<file path="src/rtl/clksyn_pkg.sv">
package clksyn_pkg;
    localparam int NUM_SYN  = 3;
    localparam int DATA_W   = 32;
    localparam int ADDR_W   = 3;
    localparam int LOCK_W   = 16;
    localparam int M_W      = 10;
    localparam int P_W      = 6;
    localparam int S_W      = 3;
    localparam int EN_BIT   = 31;
    localparam int M_LSB    = 16;
    localparam int P_LSB    = 8;
    localparam int S_LSB    = 0;
    localparam int DIV_W    = M_W + P_W + S_W;
    localparam int CFG_BASE = NUM_SYN;
    localparam int AUX_IDX  = 2 * NUM_SYN;

    localparam logic [DATA_W-1:0] LOCK_MASK = (DATA_W)'((1 << LOCK_W) - 1);
    localparam logic [DATA_W-1:0] CFG_MASK  =
        (DATA_W'(1) << EN_BIT) |
        (DATA_W'((1 << M_W) - 1) << M_LSB) |
        (DATA_W'((1 << P_W) - 1) << P_LSB) |
        (DATA_W'((1 << S_W) - 1) << S_LSB);

    localparam logic [LOCK_W-1:0] LOCK_RST = '1;
    localparam logic [NUM_SYN-1:0][DATA_W-1:0] CFG_RST =
        {32'h0020_0102, 32'h0214_0603, 32'h0190_0302};
    localparam logic [DATA_W-1:0] AUX_RST = 32'h0000_9111;

    function automatic logic [DIV_W-1:0] divs_of(input logic [DATA_W-1:0] w);
        return {w[M_LSB +: M_W], w[P_LSB +: P_W], w[S_LSB +: S_W]};
    endfunction
endpackage

</file>
<file path="src/rtl/clksyn_regbank.sv">
module clksyn_regbank
    import clksyn_pkg::*;
(
    input  logic                              clk_i,
    input  logic                              rst_ni,
    input  logic                              wr_i,
    input  logic [ADDR_W-1:0]                 addr_i,
    input  logic [DATA_W-1:0]                 wdata_i,
    output logic [DATA_W-1:0]                 rdata_o,
    output logic [NUM_SYN-1:0][LOCK_W-1:0]    lock_time_o,
    output logic [NUM_SYN-1:0][DATA_W-1:0]    cfg_o,
    output logic [NUM_SYN-1:0]                start_o,
    output logic [NUM_SYN-1:0]                stop_o
);
    typedef struct packed {
        logic [NUM_SYN-1:0][LOCK_W-1:0] lock;
        logic [NUM_SYN-1:0][DATA_W-1:0] cfg;
        logic [DATA_W-1:0]              aux;
    } bank_t;

    bank_t bank_d, bank_q;
    logic [NUM_SYN-1:0] start_d, stop_d;

    always_comb begin
        bank_d  = bank_q;
        start_d = '0;
        stop_d  = '0;
        if (wr_i) begin
            for (int i = 0; i < NUM_SYN; i++) begin
                if (int'(addr_i) == i) begin
                    bank_d.lock[i] = wdata_i[LOCK_W-1:0];
                end
                if (int'(addr_i) == CFG_BASE + i) begin
                    bank_d.cfg[i] = wdata_i & CFG_MASK;
                    if (wdata_i[EN_BIT]) begin
                        start_d[i] = !bank_q.cfg[i][EN_BIT] ||
                                     (divs_of(wdata_i) != divs_of(bank_q.cfg[i]));
                    end else begin
                        stop_d[i] = 1'b1;
                    end
                end
            end
            if (int'(addr_i) == AUX_IDX) begin
                bank_d.aux = wdata_i;
            end
        end
    end

    always_ff @(posedge clk_i or negedge rst_ni) begin
        if (!rst_ni) begin
            for (int i = 0; i < NUM_SYN; i++) begin
                bank_q.lock[i] <= LOCK_RST;
                bank_q.cfg[i]  <= CFG_RST[i];
            end
            bank_q.aux <= AUX_RST;
        end else begin
            bank_q <= bank_d;
        end
    end

    always_comb begin
        rdata_o = '0;
        for (int i = 0; i < NUM_SYN; i++) begin
            if (int'(addr_i) == i) begin
                rdata_o = (DATA_W)'(bank_q.lock[i]);
            end
            if (int'(addr_i) == CFG_BASE + i) begin
                rdata_o = bank_q.cfg[i];
            end
        end
        if (int'(addr_i) == AUX_IDX) begin
            rdata_o = bank_q.aux;
        end
    end

    assign lock_time_o = bank_q.lock;
    assign cfg_o       = bank_q.cfg;
    assign start_o     = start_d;
    assign stop_o      = stop_d;

    AST_LOCK_RSVD_ZERO: assert property (@(posedge clk_i) disable iff (!rst_ni)
        (int'(addr_i) < NUM_SYN) |-> ((rdata_o & ~LOCK_MASK) == '0));
    AST_CFG_RSVD_ZERO: assert property (@(posedge clk_i) disable iff (!rst_ni)
        (int'(addr_i) >= CFG_BASE && int'(addr_i) < AUX_IDX)
            |-> ((rdata_o & ~CFG_MASK) == '0));
    AST_ONE_ACTION: assert property (@(posedge clk_i) disable iff (!rst_ni)
        $countones(start_o | stop_o) <= 1);
endmodule

</file>
<file path="src/rtl/clksyn_lock_seq.sv">
module clksyn_lock_seq
    import clksyn_pkg::*;
(
    input  logic              clk_i,
    input  logic              rst_ni,
    input  logic              start_i,
    input  logic              stop_i,
    input  logic [LOCK_W-1:0] lock_time_i,
    output logic              valid_o
);
    typedef struct packed {
        logic              busy;
        logic              valid;
        logic [LOCK_W-1:0] cnt;
    } seq_t;

    seq_t seq_d, seq_q;

    always_comb begin
        seq_d = seq_q;
        if (stop_i) begin
            seq_d.busy  = 1'b0;
            seq_d.valid = 1'b0;
        end else if (start_i) begin
            seq_d.busy  = 1'b1;
            seq_d.valid = 1'b0;
            seq_d.cnt   = lock_time_i;
        end else if (seq_q.busy) begin
            if (seq_q.cnt == '0) begin
                seq_d.busy  = 1'b0;
                seq_d.valid = 1'b1;
            end else begin
                seq_d.cnt = seq_q.cnt - 1'b1;
            end
        end
    end

    always_ff @(posedge clk_i or negedge rst_ni) begin
        if (!rst_ni) begin
            seq_q <= '0;
        end else begin
            seq_q <= seq_d;
        end
    end

    assign valid_o = seq_q.valid;

    AST_START_CLEARS: assert property (@(posedge clk_i) disable iff (!rst_ni)
        (start_i && !stop_i) |=> (!valid_o && seq_q.busy));
    AST_STOP_CLEARS: assert property (@(posedge clk_i) disable iff (!rst_ni)
        stop_i |=> (!valid_o && !seq_q.busy));
    AST_ZERO_EXPIRES: assert property (@(posedge clk_i) disable iff (!rst_ni)
        (seq_q.busy && seq_q.cnt == '0 && !start_i && !stop_i) |=> valid_o);
    AST_NO_VALID_WHILE_BUSY: assert property (@(posedge clk_i) disable iff (!rst_ni)
        seq_q.busy |-> !valid_o);
endmodule

</file>
<file path="src/rtl/clksyn_lock_ctrl.sv">
module clksyn_lock_ctrl
    import clksyn_pkg::*;
(
    input  logic                    clk_i,
    input  logic                    rst_ni,
    input  logic                    reg_wr_i,
    input  logic [ADDR_W-1:0]       reg_addr_i,
    input  logic [DATA_W-1:0]       reg_wdata_i,
    output logic [DATA_W-1:0]       reg_rdata_o,
    input  logic [NUM_SYN-1:0]      syn_clk_i,
    output logic [NUM_SYN-1:0]      syn_en_o,
    output logic [NUM_SYN*M_W-1:0]  syn_mdiv_o,
    output logic [NUM_SYN*P_W-1:0]  syn_pdiv_o,
    output logic [NUM_SYN*S_W-1:0]  syn_sdiv_o,
    output logic [NUM_SYN-1:0]      lock_valid_o,
    output logic [NUM_SYN-1:0]      gated_clk_o
);
    logic [NUM_SYN-1:0][LOCK_W-1:0] lock_time;
    logic [NUM_SYN-1:0][DATA_W-1:0] cfg;
    logic [NUM_SYN-1:0]             start, stop;

    clksyn_regbank u_bank (
        .clk_i       (clk_i),
        .rst_ni      (rst_ni),
        .wr_i        (reg_wr_i),
        .addr_i      (reg_addr_i),
        .wdata_i     (reg_wdata_i),
        .rdata_o     (reg_rdata_o),
        .lock_time_o (lock_time),
        .cfg_o       (cfg),
        .start_o     (start),
        .stop_o      (stop)
    );

    for (genvar g = 0; g < NUM_SYN; g++) begin : g_chan
        clksyn_lock_seq u_seq (
            .clk_i       (clk_i),
            .rst_ni      (rst_ni),
            .start_i     (start[g]),
            .stop_i      (stop[g]),
            .lock_time_i (lock_time[g]),
            .valid_o     (lock_valid_o[g])
        );

        assign syn_en_o[g]               = cfg[g][EN_BIT];
        assign syn_mdiv_o[g*M_W +: M_W]  = cfg[g][M_LSB +: M_W];
        assign syn_pdiv_o[g*P_W +: P_W]  = cfg[g][P_LSB +: P_W];
        assign syn_sdiv_o[g*S_W +: S_W]  = cfg[g][S_LSB +: S_W];
        assign gated_clk_o[g]            = syn_clk_i[g] & lock_valid_o[g];

        AST_VALID_NEEDS_EN: assert property (@(posedge clk_i) disable iff (!rst_ni)
            lock_valid_o[g] |-> syn_en_o[g]);
        AST_SAME_DIVS_KEEP: assert property (@(posedge clk_i) disable iff (!rst_ni)
            (reg_wr_i && int'(reg_addr_i) == CFG_BASE + g && reg_wdata_i[EN_BIT] &&
             syn_en_o[g] && lock_valid_o[g] &&
             divs_of(reg_wdata_i) == divs_of(cfg[g])) |=> lock_valid_o[g]);
        AST_AUX_NO_EFFECT: assert property (@(posedge clk_i) disable iff (!rst_ni)
            (reg_wr_i && int'(reg_addr_i) == AUX_IDX)
                |=> ($stable(lock_valid_o[g]) && $stable(cfg[g])));
    end
endmodule

</file>
<file path="config.mk">
export PLATFORM = sky130hd
export DESIGN_NAME = clksyn_lock_ctrl
export DESIGN_NICKNAME = d
export VERILOG_FILES = /design/src/rtl/clksyn_pkg.sv /design/src/rtl/clksyn_regbank.sv /design/src/rtl/clksyn_lock_seq.sv /design/src/rtl/clksyn_lock_ctrl.sv
export SDC_FILE = /design/constraint.sdc
export NUM_CORES = 1
export LEC_CHECK = 0
export BUFFER_PORTS_ARGS = -buffer_cell sky130_fd_sc_hd__buf_2
export CORE_ASPECT_RATIO = 0.6
export CORE_UTILIZATION = 30
export CTS_CLUSTER_DIAMETER = 200
export DETAILED_ROUTE_END_ITERATION = 16
export PLACE_DENSITY_LB_ADDON = 0.25
export RECOVER_POWER = 25
export SYNTH_ARGS = -nofsm -noshare
export SYNTH_HDL_FRONTEND = slang
export SYNTH_SLANG_ARGS = --single-unit
</file>
<file path="constraint.sdc">
create_clock -name clk_i -period 3.1 [get_ports clk_i]
set_clock_uncertainty 0.05 [all_clocks]
set_input_delay 0.465 -clock clk_i [delete_from_list [all_inputs] [get_ports clk_i]]
set_output_delay 0.465 -clock clk_i [all_outputs]
set_load 0.005 [all_outputs]
</file>
-- After elaboration in Yosys (flattened, before gate mapping)
Cells that the tools add are included.
- add/subtract/negate cells: 3
- eq/ne operators: 12
- multiplexer cells: 34
- bitwise gates (word level): 6
- reduce and logical (&&, ||, !) cells: 32
- operators by type and width (cell ; count):
    32-bit 2-to-1 mux ; 6
    18-bit 2-to-1 mux ; 6
    16-bit 2-to-1 mux ; 4
    19-bit != test ; 3
    16-bit logical NOT ; 3
    16-bit by 1-bit subtractor with 16-bit output, second input constant ; 3
    2-bit AND reduction ; 10
    3-bit nonzero test ; 6
    3-bit equality test, second input constant ; 4
    2-bit 2-to-1 mux ; 6
    1-bit 2-to-1 mux ; 10
    3-bit AND reduction ; 3
    3-bit by 2-bit equality test with 1-bit output, second input constant ; 2
    3-bit 2-to-1 mux ; 2
    2-bit != test, second input constant ; 3
    2-bit nonzero test ; 3
    1-bit bitwise AND ; 3
    1-bit logical NOT ; 3
    3-bit logical NOT ; 1
    1-bit logical OR ; 3
    1-bit NOT ; 3
- register bits: 194
- bits of input ports: 41
- output and inout bits: 98
- word-level logic and storage cells: 103

-- Longest topological paths before layout
Gate-level depths: netlist (run 1).
- depth after elaboration: 8
- mapped depth: 11
- mapped depth without buffers: 9

-- Cells and area by module
A second synthesis (run 1) with hierarchy kept.
- cells, all modules: 1117
- area total of the unflattened synthesis: 11927.7 um2
- by module, submodules not included (module ; times used ; cells each ; area each (um2) ; seq. area each (um2)):
    clksyn_regbank ; 1 ; 706 ; 8324.2 ; 3589.7
    clksyn_lock_seq (g_chan[0].u_seq ...) ; 2 ; 136 ; 1198.6 ; 450.4
    clksyn_lock_seq (g_chan[2].u_seq) ; 1 ; 136 ; 1187.4 ; 450.4
    clksyn_lock_ctrl ; 1 ; 3 ; 18.8 ; 0.0

-- Least setup slack after synthesis (run 1)
OpenSTA, ideal clock, no wires.
- kind: in2out
- from: in reg_addr_i[0]
- to: out reg_rdata_o[25]
- arrival time: 1.930 ns
- required time: 2.585 ns
- path slack: 0.655 ns
- stages: 7
- path buffers: 5
- cell sequence: buf_2 buf_2 clkbuf_1 buf_2 buf_1 nand2_1 o21ai_0
- word-level cells in the longest chain between the ends: 7
- elaborated cells between the ends (all ways): 12
- RTL lines (item ; line ; RTL):
    start: declaration ; clksyn_lock_ctrl.sv:7 ; input logic [ADDR_W-1:0] reg_addr_i,
    3-bit equality test ; clksyn_regbank.sv:67 ; if (int'(addr_i) == CFG_BASE + i) begin
    32-bit 2-to-1 mux ; clksyn_regbank.sv:67 ;
    32-bit 2-to-1 mux ; clksyn_regbank.sv:64 ; if (int'(addr_i) == i) begin
    32-bit 2-to-1 mux ; clksyn_regbank.sv:67 ;
    32-bit 2-to-1 mux ; clksyn_regbank.sv:64 ;
    32-bit 2-to-1 mux ; clksyn_regbank.sv:67 ;
    32-bit 2-to-1 mux * ; clksyn_regbank.sv:71 ; if (int'(addr_i) == AUX_IDX) begin
    end: declaration ; clksyn_lock_ctrl.sv:9 ; output logic [DATA_W-1:0] reg_rdata_o,
Every way passes the cells marked *; elsewhere a longest branch is shown, timed or not.

-- Worst setup path in the final report (run 1)
- from: in reg_addr_i[0]
- to: reg g_chan[1].u_seq.seq_q[10] (netlist name)
- word-level cells in the longest chain between the ends: 5
- elaborated cells between the ends (all ways): 10
- RTL lines (item ; line ; RTL):
    3-bit equality test * ; clksyn_regbank.sv:33 ; if (int'(addr_i) == CFG_BASE + i) begin
    1-bit 2-to-1 mux ; clksyn_regbank.sv:33 ;
    3-bit 2-to-1 mux ; clksyn_regbank.sv:28 ; if (wr_i) begin
    2-bit != test (no source line), or another cell as far along ; - ;
    3-bit AND reduction (no source line) ; - ;
    end signal: assignment ; clksyn_lock_seq.sv:42 ; seq_q <= seq_d;
    end: declaration ; clksyn_lock_seq.sv:17 ; seq_t seq_d, seq_q;
Marked as above.
A chain may end at the register's enable or synchronous reset.

==> metrics.cfg, run 1 <==
[run_status]
status=complete, but fails checks
violations=max-capacitance violations, max-slew violations

[synth]
synthFlopType=dfrtp_1
async_flop_share=1.00
synth_top_area_cell=dfrtp_1
synthTopCellsByArea=dfrtp_1, dfstp_2, mux2_2, buf_4, xnor2_1
syn_nets=1123
synth_edf_count=0
netlist_area_sq_um=11400
avgSynthCellArea_sq_um=10.5
synthCells=1079
synth_top_area_frac=0.275
synth-seq-area-share=0.435
yosys_warnings=0
ys_seq_elements=194
synth_cell_types=73

[timing]
finalSetupViolations=0
maxSlewHeadroom=-0.0480
finalCriticalPeriod_ns=2.83
worstMarginPinSlew_ns=1.57
max_freq_mhz=353
tns_ns=0
setup_ws_ns=0.270
slew_violations=54
hold_violations=0
fin_crit_sh=0.913
rsz0062_at_grt=false

[finish]
area_growth_pct=13.7
nets=1203
postLayoutCellArea_sq_um=12900
instances_no_fill=1678
drive_gt1_frac=0.396
fillCellCount=3750

[clocking]
h-tree-depth=4
cts_max_path_buffers=2
clockRootBuffer=clkbuf_16
hold_buffers=1
cts_buffers=17
cts.sinks=194
clock_latency_ns=0.46
cts_tree=done
postCtsSetupBuffers=0
clk_pin_slew_ns=0.08
cts_resized=0

[floorplan]
io_pins=139
fp.dieW_um=253
rows=54
die_y_um=153
die_area_sq_um=38700
core_sq_um=36800
initial_core_util=0.309

[worst_hold_path]
hold_depth=2
hold_class=in -> reg
min-delay-start=reg_wdata_i[29]

[worst_setup_path]
cp.required_ns=3.45
r2r_cells=9
reg2reg_from=g_chan[1].u_seq.seq_q[0]
cp-end-kind=flip-flop
cp_max_fo=21
worstSetupStartpoint=reg_addr_i[0]
start_kind=input pin
worstSetupPathType=in -> reg
worstPathArrival_ns=3.18

[power_and_ir_drop]
power.density_nw_per_um2=757
vdd_drop_max_mv=0.433
leakagePower_nw=5.57

[detailed_routing]
vias_per_cell=5.21
drt_iter0_markers=832
wl_per_cell_um=22.0
num_vias=8748
route.detailed.drc=0
ant_nets=0
drtPass1Iterations=5
wirelength_um=36800

[grt]
grt_usage=0.197
first_global_vias=8743
antenna_found_initial=1
grt_pass1_wl_um=57000
grt-ovfl-total=0
grt_max_degree=73

[placement]
place_inst=1643
gp_congestion=0.866
place_ws_ns=0.363
io_buffers=138
dpl_cell_area_sq_um=12300
dpl.hpwl_um=27800

[run]
cap_violations=1

[synthesized netlist by cell type, types with 5 or more instances]
cell type  instances
mux2_2           134
dfrtp_1          125
nand2_1          124
buf_4             69
dfstp_2           69
xnor2_1           57
mux2i_1           48
nor2_1            42
o21ai_0           41
buf_2             36
inv_1             24
nand4_1           24
clkbuf_1          19
o22ai_1           17
a21oi_1           16
or3_1             16
nor3_1            14
o211ai_1          14
nand3_1           13
a22o_1            12
and3_1            11
nor4_1            11
mux4_2             9
a211o_1            8
nand2b_1           8
o221ai_1           8
buf_1              7
nor2b_1            6
o31ai_1            6
a31oi_1            5
and2_1             5
o311ai_0           5
or2_2              5
[power by group]
part           total, W  internal, W  switching (W)  leakage, nW
Sequential      0.00429      0.00337       0.000913         2.28
Combinational   0.00325      0.00154        0.00171         3.01
Clock           0.00225      0.00108        0.00117        0.281
[flip-flops by register name, indices dropped and copies added (netlist names)]
| signal | cells |
|---|---|
| u_bank.lock_time_o | 48 |
| g_chan.u_seq.seq_q | 51 |
| u_bank.bank_q | 32 |
| g_chan.u_seq.valid_o | 3 |
| u_bank.cfg_o | 60 |
[worst paths after layout]
kind,to,slack (ns)
setup / recovery,g_chan[1].u_seq.seq_q[10],0.27
hold / removal,u_bank.bank_q[29],0.20
setup reg to reg,g_chan[1].u_seq.seq_q[10],0.48
hold reg to reg,u_bank.cfg_o[50],0.45
max in group asynchronous,u_bank.cfg_o[85],0.97
min in group asynchronous,g_chan[0].u_seq.seq_q[3],0.91
[layer usage]
layer / global-route usage / vias to the layer above / part of all wire
met5: 0 / - / 0
met4: 0.0410 / 0 / 0.0088
met3: 0.0547 / 17 / 0.074
met2: 0.261 / 287 / 0.40
met1: 0.308 / 4431 / 0.52
li1: - / 4013 / -
[layout by cell type (no fill, tap or decap), drive strengths merged, types with 18 or more instances in the layout]
| master | Yosys | layout |
|---|---|---|
| a21oi | 18 | 18 |
| buf | 114 | 191 |
| clkbuf | 20 | 20 |
| dfrtp | 125 | 125 |
| dfstp | 69 | 69 |
| inv | 25 | 32 |
| mux2 | 134 | 134 |
| mux2i | 49 | 49 |
| nand2 | 124 | 124 |
| nand4 | 24 | 24 |
| nor2 | 42 | 42 |
| o21ai | 41 | 41 |
| xnor2 | 57 | 57 |
[kinds of logic after synthesis]
| group | share of synthesized area |
|---|---|
| and+or+nand+nor | 0.139 |
| xor gates and xnor gates | 0.0439 |
| DFF | 0.435 |
| buffers and inverters | 0.0807 |
| muxes | 0.195 |
| AOI/OAI and AO/OA | 0.103 |
| adders and majority gates | 0.00330 |
[critical path, cell delays in order]
cell and delay, ns:
buf_2 0.45, nand2b_1 0.19, or2_0 0.15, clkbuf_1 0.95, and3_1 0.31, a21oi_2 0.09
nor2_1 0.33, a221o_1 0.22
[final cells by class]
type                       instances  area [sq um]  share of cell area
antenna                            2          5.00            0.000387
clock buffer                      17           425              0.0329
clock inverter                    15           165              0.0128
inverter                          25          93.8             0.00726
multi-input combinational        726          5520               0.427
sequential                       194          4940               0.382
tap                              504           631              0.0488
timing repair buffer             195          1140              0.0881
[per-stage QoR]
stage	util	hold WS (ns)	total power, W
after global placement	0.335	0.428	0.00751
after CTS	0.351	0.173	0.00983
after global routing	0.351	0.173	0.0104
after detailed placement	0.335	0.436	0.00754
after floorplan	-	0.119	0.00647
final	0.351	0.197	0.00979
No activity file was read; power rests on OpenSTA's default activity.
==> run 2: changes to the inputs <==
--- a/config.mk
+++ b/config.mk
@@ -5,6 +5,7 @@
 export SDC_FILE = /design/constraint.sdc
 export NUM_CORES = 1
 export LEC_CHECK = 0
+export ABC_AREA = 1
 export BUFFER_PORTS_ARGS = -buffer_cell sky130_fd_sc_hd__buf_2
 export CORE_ASPECT_RATIO = 0.6
 export CORE_UTILIZATION = 30
==> run 2 against run 1 <==
  * The flow still finishes with violations (max-capacitance violations, max-slew violations)
  * Area after synthesis is 1.5% higher
  * Sequential share of layout area rose by 0.13 points
  * Sequential cell count did not move
  * Worst hold slack improved by 0.0024 ns
  * Sequential power shrank 9.6%
==> metrics.cfg, run 2 <==
[finish]
fin_util=0.341
largest_register_ffs=60
drive_gt1_frac=0.172
antenna_cells=0
nets=1764
final_common_cell=nand2_1
final_cell_mix=nand2_1, o21ai_0, nor2_1, buf_2, dfrtp_1
instances_no_fill=2246
area_growth_pct=11.7

[clocking]
cts.sinks=194
cts_buffers=17
clockRootBuffer=clkbuf_16
cts_tree=done
clock_latency_ns=0.47
clk_pin_slew_ns=0.08
cts_resized=0
h-tree-depth=4
hold_buffers=1
cts_max_path_buffers=2
postCtsSetupBuffers=0

[synth]
synth_common_cells=nand2_1, o21ai_0, nor2_1, dfrtp_1, inv_1
synthTopCellsByArea=dfrtp_1, nand2_1, dfstp_2, o21ai_0, nor2_1
synth_top_area_frac=0.271
synth_top_family_by_area=simple AND/OR/NAND/NOR gates
avgSynthCellArea_sq_um=6.95
synthFlopType=dfrtp_1
syn_nets=1704
yosys_warnings=0
synthCells=1660
muxShareOfSynthArea=0
synth-seq-area-share=0.428
synth_compound_area_frac=0.100
ys_seq_elements=194
async_flop_share=1.00
synthXorXnorAreaFrac=0.0167
synth_top_area_cell=dfrtp_1
synth_adder_area_share=0.00325
synthSimpleGateAreaFrac=0.342
synth.most_common_cell=nand2_1
netlist_area_sq_um=11500
synth_cell_types=35
synth_edf_count=0

[timing]
max_freq_mhz=379
rsz0062_at_grt=false
finalSetupViolations=0
slew_violations=56
fin_crit_sh=0.850
worstMarginPinSlew_ns=1.65
finalCriticalPeriod_ns=2.64
maxSlewHeadroom=-0.0970
tns_ns=0
hold_violations=0

[power_and_ir_drop]
netSwitchingPower_w=0.00439
p_sw_frac=0.428
power.density_nw_per_um2=797
clock_power_share=0.225
leakagePower_nw=6.76
finalPower_w=0.0103
p_int_w=0.00587
vdd_drop_max_mv=0.468
power_frac_comb=0.396
seqPwrFrac=0.378

[worst_setup_path]
rrSetupSlack_ns=0.75
reg2reg_from=u_bank.cfg_o[41]
path_cells=clkbuf_1 > nor2_1 > nand2_1 > clkinv_1 > nand2_1 > o21ai_0 > a21oi_1 > o21ai_0 > a21oi_1 > nand3_1 > buf_2
slowest_stage=clkinv_1
worstSetupPathType=in -> out
critPathMaxStageDelay_ns=0.31
cp.required_ns=2.58
worstPathArrival_ns=2.12
r2r_cells=12
worstReg2RegEnd=g_chan[1].u_seq.seq_q[3]
crit_end=reg_rdata_o[2]
start_kind=input pin
worst-path-stages=11
cp-end-kind=output port
path_buf_inv=3
critical_path.top_delay_family=buffers and inverters
worstSetupStartpoint=reg_addr_i[0]
cp_max_fo=10

[floorplan]
fp.dieW_um=255
rows=55
io_pins=139
initial_core_util=0.305
die_y_um=154
die_area_sq_um=39300
core_sq_um=37800

[detailed_routing]
vias_per_cell=4.75
num_vias=10700
wl_per_cell_um=17.4
ant_nets=0
drtPass1Iterations=5
wirelength_um=39100
drt_iter0_markers=969
route.detailed.drc=0

[worst_hold_path]
min-delay-start=reg_wdata_i[28]
hold_class=in -> reg

[grt]
antenna_found_initial=0
grt-ovfl-total=0
grt_pass1_wl_um=59800
grt_usage=0.205
grt_max_degree=63
first_global_vias=9471

[run_status]
violations=max-capacitance violations, max-slew violations
status=complete, but fails checks

[placement]
gp_congestion=0.959
io_buffers=138
place_inst=2213
dpl.hpwl_um=29100

[run]
cap_violations=1

run 2: worst min-delay path by stage:
| stage | end | slack [ns] | cells after the start |
|---|---|---|---|
| 6_report | u_bank.bank_q[28] | 0.20 | 3 |
| 5_1_grt | u_bank.bank_q[30] | 0.20 | 3 |
| 4_1_cts | u_bank.cfg_o[56] | 0.18 | 3 |
| 3_5_place_dp | g_chan[0].u_seq.seq_q[1] | 0.42 | 2 |
| 3_3_place_gp | g_chan[1].u_seq.seq_q[1] | 0.42 | 2 |
| 2_1_floorplan | g_chan[0].u_seq.seq_q[0] | 0.12 | 0 |
run 2: worst register-to-register path: stages (launching register included):
cell and delay [ns]:
dfstp_2 0.56, inv_1 0.08, nand2_1 0.08, nand2_1 0.06
nor2_1 0.21, nand2_1 0.08, nor2_1 0.18, nand3_4 0.23
nand2_4 0.29, nand2_2 0.11, nand2_4 0.18, nand2_1 0.09
nand2_1 0.07
run 2: per-layer routing:
| layer | GRT usage | vias up | share of wire |
|---|---|---|---|
| li1 | - | 5257 | - |
| met1 | 0.331 | 5031 | 0.52 |
| met2 | 0.262 | 364 | 0.39 |
| met3 | 0.0499 | 27 | 0.081 |
| met4 | 0.0470 | 0 | 0.012 |
| met5 | 0 | - | 0 |
run 2: power groups by stage:
stage	Combinational (W)	Sequential, W	Clock (W)
after floorplan	0.00326	0.00365	0
after global placement	0.00399	0.00391	0
after detailed placement	0.00405	0.00391	0
after CTS	0.00407	0.00387	0.00236
after global routing	0.00465	0.00398	0.00246
final	0.00407	0.00388	0.00231
run 2: cells by family (layout without fill, tap and decap cells):
family | Yosys count | count (layout)
AND/OR/NAND/NOR | 968 | 968
buffers and inverters | 257 | 330
AO/OA/AOI/OAI | 216 | 216
flip-flops | 194 | 194
XOR/XNOR | 22 | 22
adder cells (fa/ha/maj) | 3 | 3
run 2: layout make-up:
| cell class | count | area [sq um] |
|---|---|---|
| fill | 4079 | 24900 |
| multi-input combinational | 1209 | 5310 |
| sequential | 194 | 4940 |
| timing repair buffer | 159 | 870 |
| tap | 513 | 642 |
| inverter | 139 | 522 |
| clock buffer | 19 | 464 |
| clock inverter | 13 | 133 |
run 2: metrics by stage:
step	instance area (sq um)	hold slack, ns	setup WS, ns
2_1_floorplan	11500	0.119	1.16
3_3_place_gp	12300	0.417	0.512
3_5_place_dp	12300	0.417	0.482
4_1_cts	12900	0.184	0.475
5_1_grt	12900	0.195	0.221
6_report	12900	0.199	0.464
